**src/rtl/cbs_pkg.sv**
```systemverilog
package cbs_pkg;
  localparam int DW = 16;

  typedef enum logic [1:0] {ST_IDLE, ST_WAIT, ST_ACK, ST_HOLD} xfer_st_e;

  typedef struct packed {
    logic muxed;
    logic swap;
    logic ack_late;
    logic async;
  } strap_t;

  function automatic logic [DW-1:0] lane_swap(input logic [DW-1:0] d, input logic en);
    return en ? {d[7:0], d[15:8]} : d;
  endfunction
endpackage

```
**src/rtl/cbs_strobe_sync.sv**
```systemverilog
module cbs_strobe_sync #(
  parameter int N = 3
) (
  input  logic         clk_i,
  input  logic         rst_ni,
  input  logic         async_i,
  input  logic [N-1:0] raw_i,
  output logic [N-1:0] sync_o
);
  logic [N-1:0] f1_q, f2_q;

  always_ff @(posedge clk_i or negedge rst_ni) begin
    if (!rst_ni) begin
      f1_q <= '0;
      f2_q <= '0;
    end else begin
      f1_q <= raw_i;
      f2_q <= f1_q;
    end
  end

  // async: second stage for metastability settling
  assign sync_o = async_i ? f2_q : f1_q;
endmodule

```
**src/rtl/cbs_backend.sv**
```systemverilog
module cbs_backend #(
  parameter int AW       = 12,
  parameter int MEM_AW   = 6,
  parameter int DW       = 16,
  parameter int READ_LAT = 2
) (
  input  logic          clk_i,
  input  logic          rst_ni,
  input  logic          we_i,
  input  logic          re_i,
  input  logic [AW-1:0] addr_i,
  input  logic [DW-1:0] wdata_i,
  output logic [DW-1:0] rdata_o,
  output logic          rvalid_o
);
  localparam int DEPTH = 1 << MEM_AW;

  logic [DW-1:0] mem [DEPTH];
  logic [MEM_AW-1:0] idx;
  logic [READ_LAT-1:0][DW-1:0] dpipe;
  logic [READ_LAT-1:0] vpipe;

  assign idx = addr_i[MEM_AW-1:0];

  generate
    if (MEM_AW < AW) begin : g_alias
      logic unused_hi;
      assign unused_hi = ^addr_i[AW-1:MEM_AW];
    end
  endgenerate

  always_ff @(posedge clk_i) begin
    if (we_i) mem[idx] <= wdata_i;
  end

  always_ff @(posedge clk_i or negedge rst_ni) begin
    if (!rst_ni) begin
      dpipe <= '0;
      vpipe <= '0;
    end else begin
      vpipe <= {vpipe[READ_LAT-2:0], re_i};
      if (re_i) dpipe[0] <= mem[idx];
      for (int i = 1; i < READ_LAT; i++) begin
        if (vpipe[i-1]) dpipe[i] <= dpipe[i-1];
      end
    end
  end

  assign rdata_o  = dpipe[READ_LAT-1];
  assign rvalid_o = vpipe[READ_LAT-1];
endmodule

```
**src/rtl/cbs_xfer_ctrl.sv**
```systemverilog
module cbs_xfer_ctrl
  import cbs_pkg::*;
#(
  parameter int READ_LAT = 2
) (
  input  logic clk_i,
  input  logic rst_ni,
  input  logic async_i,
  input  logic ack_late_i,
  input  logic req_rd_i,
  input  logic req_wr_i,
  output logic we_o,
  output logic re_o,
  output logic ack_o
);
  localparam int CW = $clog2(READ_LAT + 1);

  xfer_st_e st_q;
  logic [CW-1:0] cnt_q;
  logic ack_q;
  logic req_any;

  assign req_any = req_rd_i | req_wr_i;

  always_comb begin
    we_o = (st_q == ST_IDLE) && req_wr_i;
    re_o = (st_q == ST_IDLE) && req_rd_i && !req_wr_i;
  end

  always_ff @(posedge clk_i or negedge rst_ni) begin
    if (!rst_ni) begin
      st_q  <= ST_IDLE;
      cnt_q <= '0;
      ack_q <= 1'b0;
    end else begin
      case (st_q)
        ST_IDLE: begin
          if (req_wr_i) begin
            ack_q <= 1'b1;
            st_q  <= ST_ACK;
          end else if (req_rd_i) begin
            if (ack_late_i) begin
              cnt_q <= CW'(READ_LAT - 1);
              st_q  <= ST_WAIT;
            end else begin
              ack_q <= 1'b1;
              st_q  <= ST_ACK;
            end
          end
        end
        ST_WAIT: begin
          if (cnt_q == CW'(1)) begin
            ack_q <= 1'b1;
            st_q  <= ST_ACK;
          end else begin
            cnt_q <= cnt_q - CW'(1);
          end
        end
        ST_ACK: begin
          if (async_i) begin
            if (!req_any) begin
              ack_q <= 1'b0;
              st_q  <= ST_IDLE;
            end
          end else begin
            ack_q <= 1'b0;
            st_q  <= req_any ? ST_HOLD : ST_IDLE;
          end
        end
        default: begin
          if (!req_any) st_q <= ST_IDLE;
        end
      endcase
    end
  end

  assign ack_o = ack_q;

  p_early_ack_cause_r4: assert property (@(posedge clk_i) disable iff (!rst_ni)
    $rose(ack_q) && !ack_late_i |-> $past(req_any));

  p_sync_ack_pulse_r4: assert property (@(posedge clk_i) disable iff (!rst_ni)
    ack_q && !async_i |=> !ack_q);

  p_async_ack_hold_r5: assert property (@(posedge clk_i) disable iff (!rst_ni)
    ack_q && async_i && req_any |=> ack_q);
endmodule

```
**src/rtl/cpu_bus_slave.sv**
```systemverilog
module cpu_bus_slave
  import cbs_pkg::*;
#(
  parameter int AW       = 12,
  parameter int MEM_AW   = 6,
  parameter int READ_LAT = 2
) (
  input  logic          clk_i,
  input  logic          rst_ni,
  input  logic          strap_muxed_i,
  input  logic          strap_swap_i,
  input  logic          strap_ack_late_i,
  input  logic          strap_async_i,
  input  logic          cs_ni,
  input  logic          rd_ni,
  input  logic          wr_ni,
  input  logic          addr_latch_ni,
  input  logic [AW-1:0] addr_i,
  input  logic [DW-1:0] ad_i,
  output logic [DW-1:0] ad_o,
  output logic          ad_oe_o,
  output logic          ack_no,
  input  logic          irq_i,
  output logic          irq_no
);
  strap_t strap_q;
  logic rst_q;
  logic [AW-1:0] addr_q;
  logic [2:0] strobe_s;
  logic req_rd, req_wr;
  logic be_we, be_re, be_rvalid, ack;
  logic [DW-1:0] be_rdata;
  logic irq_q;

  // straps follow the pins until the first edge after reset release
  always_ff @(posedge clk_i or negedge rst_ni) begin
    if (!rst_ni) rst_q <= 1'b1;
    else         rst_q <= 1'b0;
  end

  always_ff @(posedge clk_i) begin
    if (rst_q) strap_q <= '{muxed: strap_muxed_i, swap: strap_swap_i,
                            ack_late: strap_ack_late_i, async: strap_async_i};
  end

  always_ff @(posedge clk_i or negedge rst_ni) begin
    if (!rst_ni)             addr_q <= '0;
    else if (!addr_latch_ni) addr_q <= strap_q.muxed ? ad_i[AW-1:0] : addr_i;
  end

  cbs_strobe_sync #(.N(3)) u_sync (
    .clk_i   (clk_i),
    .rst_ni  (rst_ni),
    .async_i (strap_q.async),
    .raw_i   ({~cs_ni, ~rd_ni, ~wr_ni}),
    .sync_o  (strobe_s)
  );

  assign req_rd = strobe_s[2] & strobe_s[1];
  assign req_wr = strobe_s[2] & strobe_s[0];

  cbs_xfer_ctrl #(.READ_LAT(READ_LAT)) u_ctrl (
    .clk_i      (clk_i),
    .rst_ni     (rst_ni),
    .async_i    (strap_q.async),
    .ack_late_i (strap_q.ack_late),
    .req_rd_i   (req_rd),
    .req_wr_i   (req_wr),
    .we_o       (be_we),
    .re_o       (be_re),
    .ack_o      (ack)
  );

  cbs_backend #(.AW(AW), .MEM_AW(MEM_AW), .DW(DW), .READ_LAT(READ_LAT)) u_store (
    .clk_i    (clk_i),
    .rst_ni   (rst_ni),
    .we_i     (be_we),
    .re_i     (be_re),
    .addr_i   (addr_q),
    .wdata_i  (lane_swap(ad_i, strap_q.swap)),
    .rdata_o  (be_rdata),
    .rvalid_o (be_rvalid)
  );

  always_ff @(posedge clk_i or negedge rst_ni) begin
    if (!rst_ni) irq_q <= 1'b1;
    else         irq_q <= ~irq_i;
  end

  assign ad_o    = lane_swap(be_rdata, strap_q.swap);
  assign ad_oe_o = ~cs_ni & ~rd_ni;
  assign ack_no  = ~ack;
  assign irq_no  = irq_q;

  p_strap_hold_r2: assert property (@(posedge clk_i) disable iff (!rst_ni)
    !rst_q |=> $stable(strap_q));

  p_late_ack_data_r6: assert property (@(posedge clk_i) disable iff (!rst_ni)
    $rose(ack) && strap_q.ack_late && !$past(be_we) |-> be_rvalid);

  p_we_sync_cs_r8: assert property (@(posedge clk_i) disable iff (!rst_ni)
    be_we && !strap_q.async |-> !$past(cs_ni));

  p_we_async_cs_r8: assert property (@(posedge clk_i) disable iff (!rst_ni)
    be_we && strap_q.async |-> !$past(cs_ni, 2));

  p_irq_set_r9: assert property (@(posedge clk_i) disable iff (!rst_ni)
    irq_i |=> !irq_no);

  p_irq_clr_r9: assert property (@(posedge clk_i) disable iff (!rst_ni)
    !irq_i |=> irq_no);
endmodule

```
**config.mk**
```make
export PLATFORM = sky130hd
export DESIGN_NAME = cpu_bus_slave
export DESIGN_NICKNAME = d
export VERILOG_FILES = /design/src/rtl/cbs_pkg.sv /design/src/rtl/cbs_strobe_sync.sv /design/src/rtl/cbs_backend.sv /design/src/rtl/cbs_xfer_ctrl.sv /design/src/rtl/cpu_bus_slave.sv
export SDC_FILE = /design/constraint.sdc
export NUM_CORES = 1
export LEC_CHECK = 0
export BUFFER_PORTS_ARGS = -buffer_cell sky130_fd_sc_hd__buf_4
export CAP_MARGIN = 20
export CORE_ASPECT_RATIO = 1.2
export CORE_MARGIN = 1.5
export CORE_UTILIZATION = 62
export CTS_BUF_LIST = sky130_fd_sc_hd__clkbuf_4 sky130_fd_sc_hd__clkbuf_8 sky130_fd_sc_hd__clkbuf_16
export DETAILED_ROUTE_END_ITERATION = 7
export PLACE_DENSITY = 0.83
export SYNTH_ARGS = -nofsm -noshare
export SYNTH_HDL_FRONTEND = slang
export SYNTH_SLANG_ARGS = --single-unit
```
**constraint.sdc**
```tcl
create_clock -name clk_i -period 4.9 [get_ports clk_i]
set_input_delay 0.245 -clock clk_i [delete_from_list [all_inputs] [get_ports clk_i]]
set_output_delay 0.245 -clock clk_i [all_outputs]
set_load 0.02 [all_outputs]
```
=== Word-level counts from Yosys, hierarchy flattened ===
Memories as Yosys holds them, arrays and structs flattened. A register that Yosys moved wholly into a read port is not among the register bits.
Cells that the tools add are included.

* Reduce and logical (&&, ||, !) cells: 11
* Bitwise gates (word level): 9
* Equality and inequality tests: 11
* Muxes and demuxes: 26
* Add/sub/neg operators: 1

{| class="wikitable"
|+ Operators with widths
! cell !! count
|-
| two-way mux 16 bit || 2
|-
| two-way mux 2 bit || 11
|-
| AND reduction 5 bit || 2
|-
| two-way mux 1 bit || 8
|-
| two-way mux 6 bit || 1
|-
| inequality test 2 bit, second input constant || 3
|-
| one-hot mux 2 bit (3 select lines) || 1
|-
| NOT 1 bit || 5
|-
| equality test 2 x 1 -> 1 bit, second input constant || 2
|-
| inequality test 2 x 1 -> 1 bit, second input constant || 2
|-
| one-hot mux 2 bit (2 select lines) || 1
|-
| bitwise AND 1 bit || 3
|-
| logical AND 1 bit || 3
|-
| two-way mux 3 bit || 1
|-
| inequality test 3 x 1 -> 1 bit, second input constant || 1
|-
| inequality test 3 x 2 -> 1 bit, second input constant || 1
|-
| inequality test 3 bit, second input constant || 1
|-
| one-hot mux 1 bit (3 select lines) || 1
|-
| nonzero test 3 bit || 1
|-
| equality test 2 bit, second input constant || 1
|-
| zero test 1 bit || 2
|-
| zero test 2 bit || 1
|-
| AND reduction 2 bit || 1
|-
| nonzero test 2 bit || 1
|-
| 2 further kinds || 2
|}

* Memory bits (writable): 1024
* Input port bits: 39
* Memories kept: 1
* Flip-flop bits (word level): 40

{| class="wikitable"
|+ Memories
! name !! depth !! bits a word !! rd ports !! clocked after memory_dff !! write ports !! line !! RTL
|-
| u_store.mem || 64 || 16 || 1 || 1 || 1 || cbs_backend.sv:18 || <nowiki>logic [DW-1:0] mem [DEPTH];</nowiki>
|}

=== Depth between registers and ports, before layout ===
* Depth after elaboration: 6
* Gate-level depth with buffers: 11
* Mapped depth without buffers: 7

=== Modules after synthesis ===
A second synthesis with hierarchy kept.

* Cell total of the unflattened synthesis: 2347
* Area total of the unflattened synthesis: 42688.4 um^2

{| class="wikitable"
|+ Modules (own cells, without submodules)
! module !! cells each !! times used !! area an instance (um^2)
|-
| cbs_backend || 2205 || 1 || 40906.7
|-
| cpu_bus_slave || 102 || 1 || 1302.5
|-
| cbs_xfer_ctrl || 31 || 1 || 295.3
|-
| cbs_strobe_sync || 9 || 1 || 183.9
|}

=== Least setup slack after synthesis ===
Ideal clock, no wire load.

* Kind: flip-flop to flip-flop
* Start: reg addr_q[2]
* End: mem u_store.mem[54][10], enable pin
* Buffers on the path: 6
* Data required time: 4.512 ns
* Path slack: 1.987 ns
* Arrival time: 2.524 ns
* Cell stages (with the launch flop): 9
* Period minus slack after synthesis: 2.913 ns
* Cells stage by stage: dfrtp_1 > buf_2 > buf_2 > buf_2 > buf_2 > buf_2 > buf_2 > nand3_1 > nor2_1

{| class="wikitable"
|+ RTL lines
! what !! line !! RTL
|-
| start, declared || cpu_bus_slave.sv:28 || <nowiki>logic [AW-1:0] addr_q;</nowiki>
|-
| start signal, assigned || cpu_bus_slave.sv:48 || <nowiki>else if (!addr_latch_ni) addr_q <= strap_q.muxed ? ad_i[AW-1:0] : addr_i;</nowiki>
|-
| end, declared || cbs_backend.sv:18 ||
|}

No word-level cell before the write port.

==> summary.md <==
| Metric | Value |
|---|---|
| RSZ-0062 raised after global routing | `no` |
| Final Hold Fails | `0` |
| Post-synth EDFFs | `1028` |
| Req. time, crit path | `5.46 ns` |
| Register bit total from synthesis | `1080` |
| Compound-Gate Fraction of Synth Area | `7.802%` |
| Std-Cell Rows | `104` |
| DR WL/cell | `34.91 um` |
| Top cell type by total area after synthesis | `edfxtp_1` |
| Synth top area share | `73.42%` |
| Diode count | `0` |
| Failing checks | `DRC` |
| Layout cell share with drive strength beyond 1 | `23.28%` |
| Cells after synthesis | `2308` |
| PwrDens | `441.1 mW/mm^2` |
| Setup TNS | `0 ns` |
| Startpoint class of the critical path | `flip-flop` |
| Cell Area, Placed | `0.04409 mm^2` |
| YS warnings | `0` |
| WP data arrival | `4.49 ns` |
| Core ar. | `0.06714 mm^2` |
| Peak supply drop | `0.0003466 V` |
| Post-Syn Nets | `2348` |
| Synth Area in Simple Gates | `2.812%` |
| Max Cap Viol | `0` |
| Distinct cells, synth | `62` |
| First-pass GRT wire length | `170700 um` |
| RePlAce Congestion | `0.9610` |
| Nets | `2512` |
| DR vias/cell | `7.302` |
| Largest family of logic cells by synthesized area | `multiplexers` |
| Async set-or-reset flop fraction in the synthesized netlist | `4.815%` |
| Crit path kind | `flip-flop to flip-flop` |
| Slew at the pin closest to its max-slew limit | `1.126 ns` |
| Antenna viol nets, final | `0` |
| Drt pass-1 iters | `8` |
| Fin Hold WS | `0.1595 ns` |
| Final setup viols | `0` |
| Via count | `25210` |
| Initial DRC count | `4397` |
| Number of global-route vias before repair | `24770` |
| Design Area, Final | `0.04764 mm^2` |
| Top cells by area, synth | `edfxtp_1 73%, mux4_2 4.8%, mux2_2 3.3%` |
| IO buf count | `51` |
| Num CTS Buffers | `96` |
| Leak | `15.58 nW` |
| Final wirelength | `120500 um` |
| R2R Setup Slk | `0.97 ns` |
| Initial antenna violation count | `1` |
| Top FF cell, synth | `edfxtp_1` |
| Worst R2R Start | `addr_q[2]` |
| TritonCTS clock tree | `built` |
| Post-cts resize count | `0` |
| Clk sinks | `1080` |
| Seq/Total Area, Yosys | `76.52%` |
| Chip height | `288.3 um` |
| Slew Viols, Final | `0` |
| Post-route minimum period | `3.932 ns` |
| Die area | `0.06940 mm^2` |
| Hold Path Class | `primary input to asynchronous set/reset pin` |
| Top Ports | `58` |
| Clk_lat worst skew | `0.69 ns` |
| Synth Area per Inst | `18.22 um^2` |
| Residual DRC | `3` |
| Worst R2R End | `u_store.dpipe[6]` |
| Worst Setup End Kind | `flip-flop` |
| Largest net degree at the start of global routing | `65` |
| Clk pin slew, worst setup/hold paths | `0.07 ns` |
| Post-synthesis adder-cell area fraction | `0.02976%` |
| Most common cell in the netlist | `edfxtp_1` |
| Clock Root Buffer | `clkbuf_16` |
| Fmax | `254.3 MHz` |
| Final Cycle Share | `80.25%` |
| Synth Cell Area | `0.04205 mm^2` |
| Htree depth | `3` |
| Die Span X | `240.7 um` |
| Slew Limit Headroom | `24.91%` |
| Mux cell area share after synthesis | `11.00%` |
| GRT Total Usage | `35.00%` |
| Initial Util | `62.62%` |
| Clock tree buffer depth | `3` |
| Hold Buf Count CTS | `21` |
| XOR/XNOR Fraction of Synth Area | `0%` |
| Top cells by count, synth | `1028 x edfxtp_1, 131 x nor2_1, 125 x mux2_2` |
| CP max FO | `58` |
| Reg2reg path depth | `7` |
| Fin Clk Skew | `0.02655 ns` |
| Setup bufs post-CTS | `0` |
| Status | `finished, violations left` |
| Dpl hpwl | `67850 um` |
| Total grt overflow | `0` |
| Synthesis-to-finish area growth | `13.29%` |
[layout by cell type (no fill, tap or decap), types with 47 or more instances in the layout]
| master | count |
|---|---|
| a21oi_1 | 66 |
| a221oi_1 | 88 |
| a22oi_1 | 71 |
| buf_4 | 190 |
| clkbuf_16 | 99 |
| dfrtp_1 | 47 |
| edfxtp_1 | 1028 |
| mux2_2 | 125 |
| mux2i_1 | 119 |
| mux4_2 | 90 |
| nand2_1 | 60 |
| nor2_1 | 128 |
| o21ai_0 | 69 |
| o22ai_1 | 49 |
[flip-flops by register name (all words and copies together), names as in the netlist]
register,flops
u_ctrl.st_q,2
u_store.vpipe,1
u_sync.f1_q,3
u_store.mem,1024
u_store.dpipe,16
rst_q,1
irq_no,1
u_sync.f2_q,3
u_ctrl.cnt_q,2
addr_q,6
u_ctrl.ack_o,1
u_store.rdata_o,16
strap_q,4
[cells by family after synthesis]
kind of cell               Yosys count
adders and majority gates            1
and+or+nand+nor                    269
buffers and inverters              167
muxes                              334
DFF                               1080
AOI/OAI and AO/OA                  456
other                                1
[critical path, stage by stage, from the launching register on]
cell	delay (ns)
dfrtp_4	1.07
buf_4	0.57
nor2b_2	0.34
buf_4	0.28
a22o_1	0.23
a221oi_1	0.70
o22ai_1	0.20
o32a_1	0.35
[through the flow]
stage,setup slack (ns),power [mW],cells,util [%]
final,0.9679,21.01,3452,70.95
after global routing,0.9944,21.38,3452,70.95
after CTS,1.154,20.83,3449,70.87
after detailed placement,1.256,13.13,3251,65.66
after global placement,1.328,13.03,3251,65.66
after floorplan,1.987,12.13,2308,-
[area by class of cell]
cell class,count,area (um^2)
Inverter,12,45.04
Sequential cell,1080,32180
Clock inverter,57,640.6
Clock buffer,120,2641
Fill cell,3674,19510
Multi-Input combinational cell,1061,9154
Tap cell,901,1127
Timing Repair Buffer,221,1844
[where the power goes]
| part | total [mW] | switching, mW | internal, mW |
|---|---|---|---|
| clock network | 7.85 | 3.33 | 4.52 |
| logic | 2.50 | 1.61 | 0.893 |
| registers | 10.7 | 0.285 | 10.4 |
[worst max-delay path by stage]
stage / cells past startpoint / start / endpoint
6_report: 7 / addr_q[2] / u_store.dpipe[6]
5_1_grt: 7 / addr_q[2] / u_store.dpipe[9]
4_1_cts: 7 / addr_q[2] / u_store.dpipe[6]
3_5_place_dp: 7 / addr_q[2] / u_store.dpipe[6]
3_3_place_gp: 7 / addr_q[2] / u_store.dpipe[6]
2_1_floorplan: 8 / addr_q[2] / u_store.mem[54][10]
[per-layer routing]
metal	wire length [um]	global-route usage, %	vias to the layer above
met5	15	0	-
met4	10250	24.22	2
met3	17790	10.65	573
met2	55230	53.43	2513
met1	37220	43.25	12360
li1	-	-	9763
No activity file was read; power rests on OpenSTA's default activity.
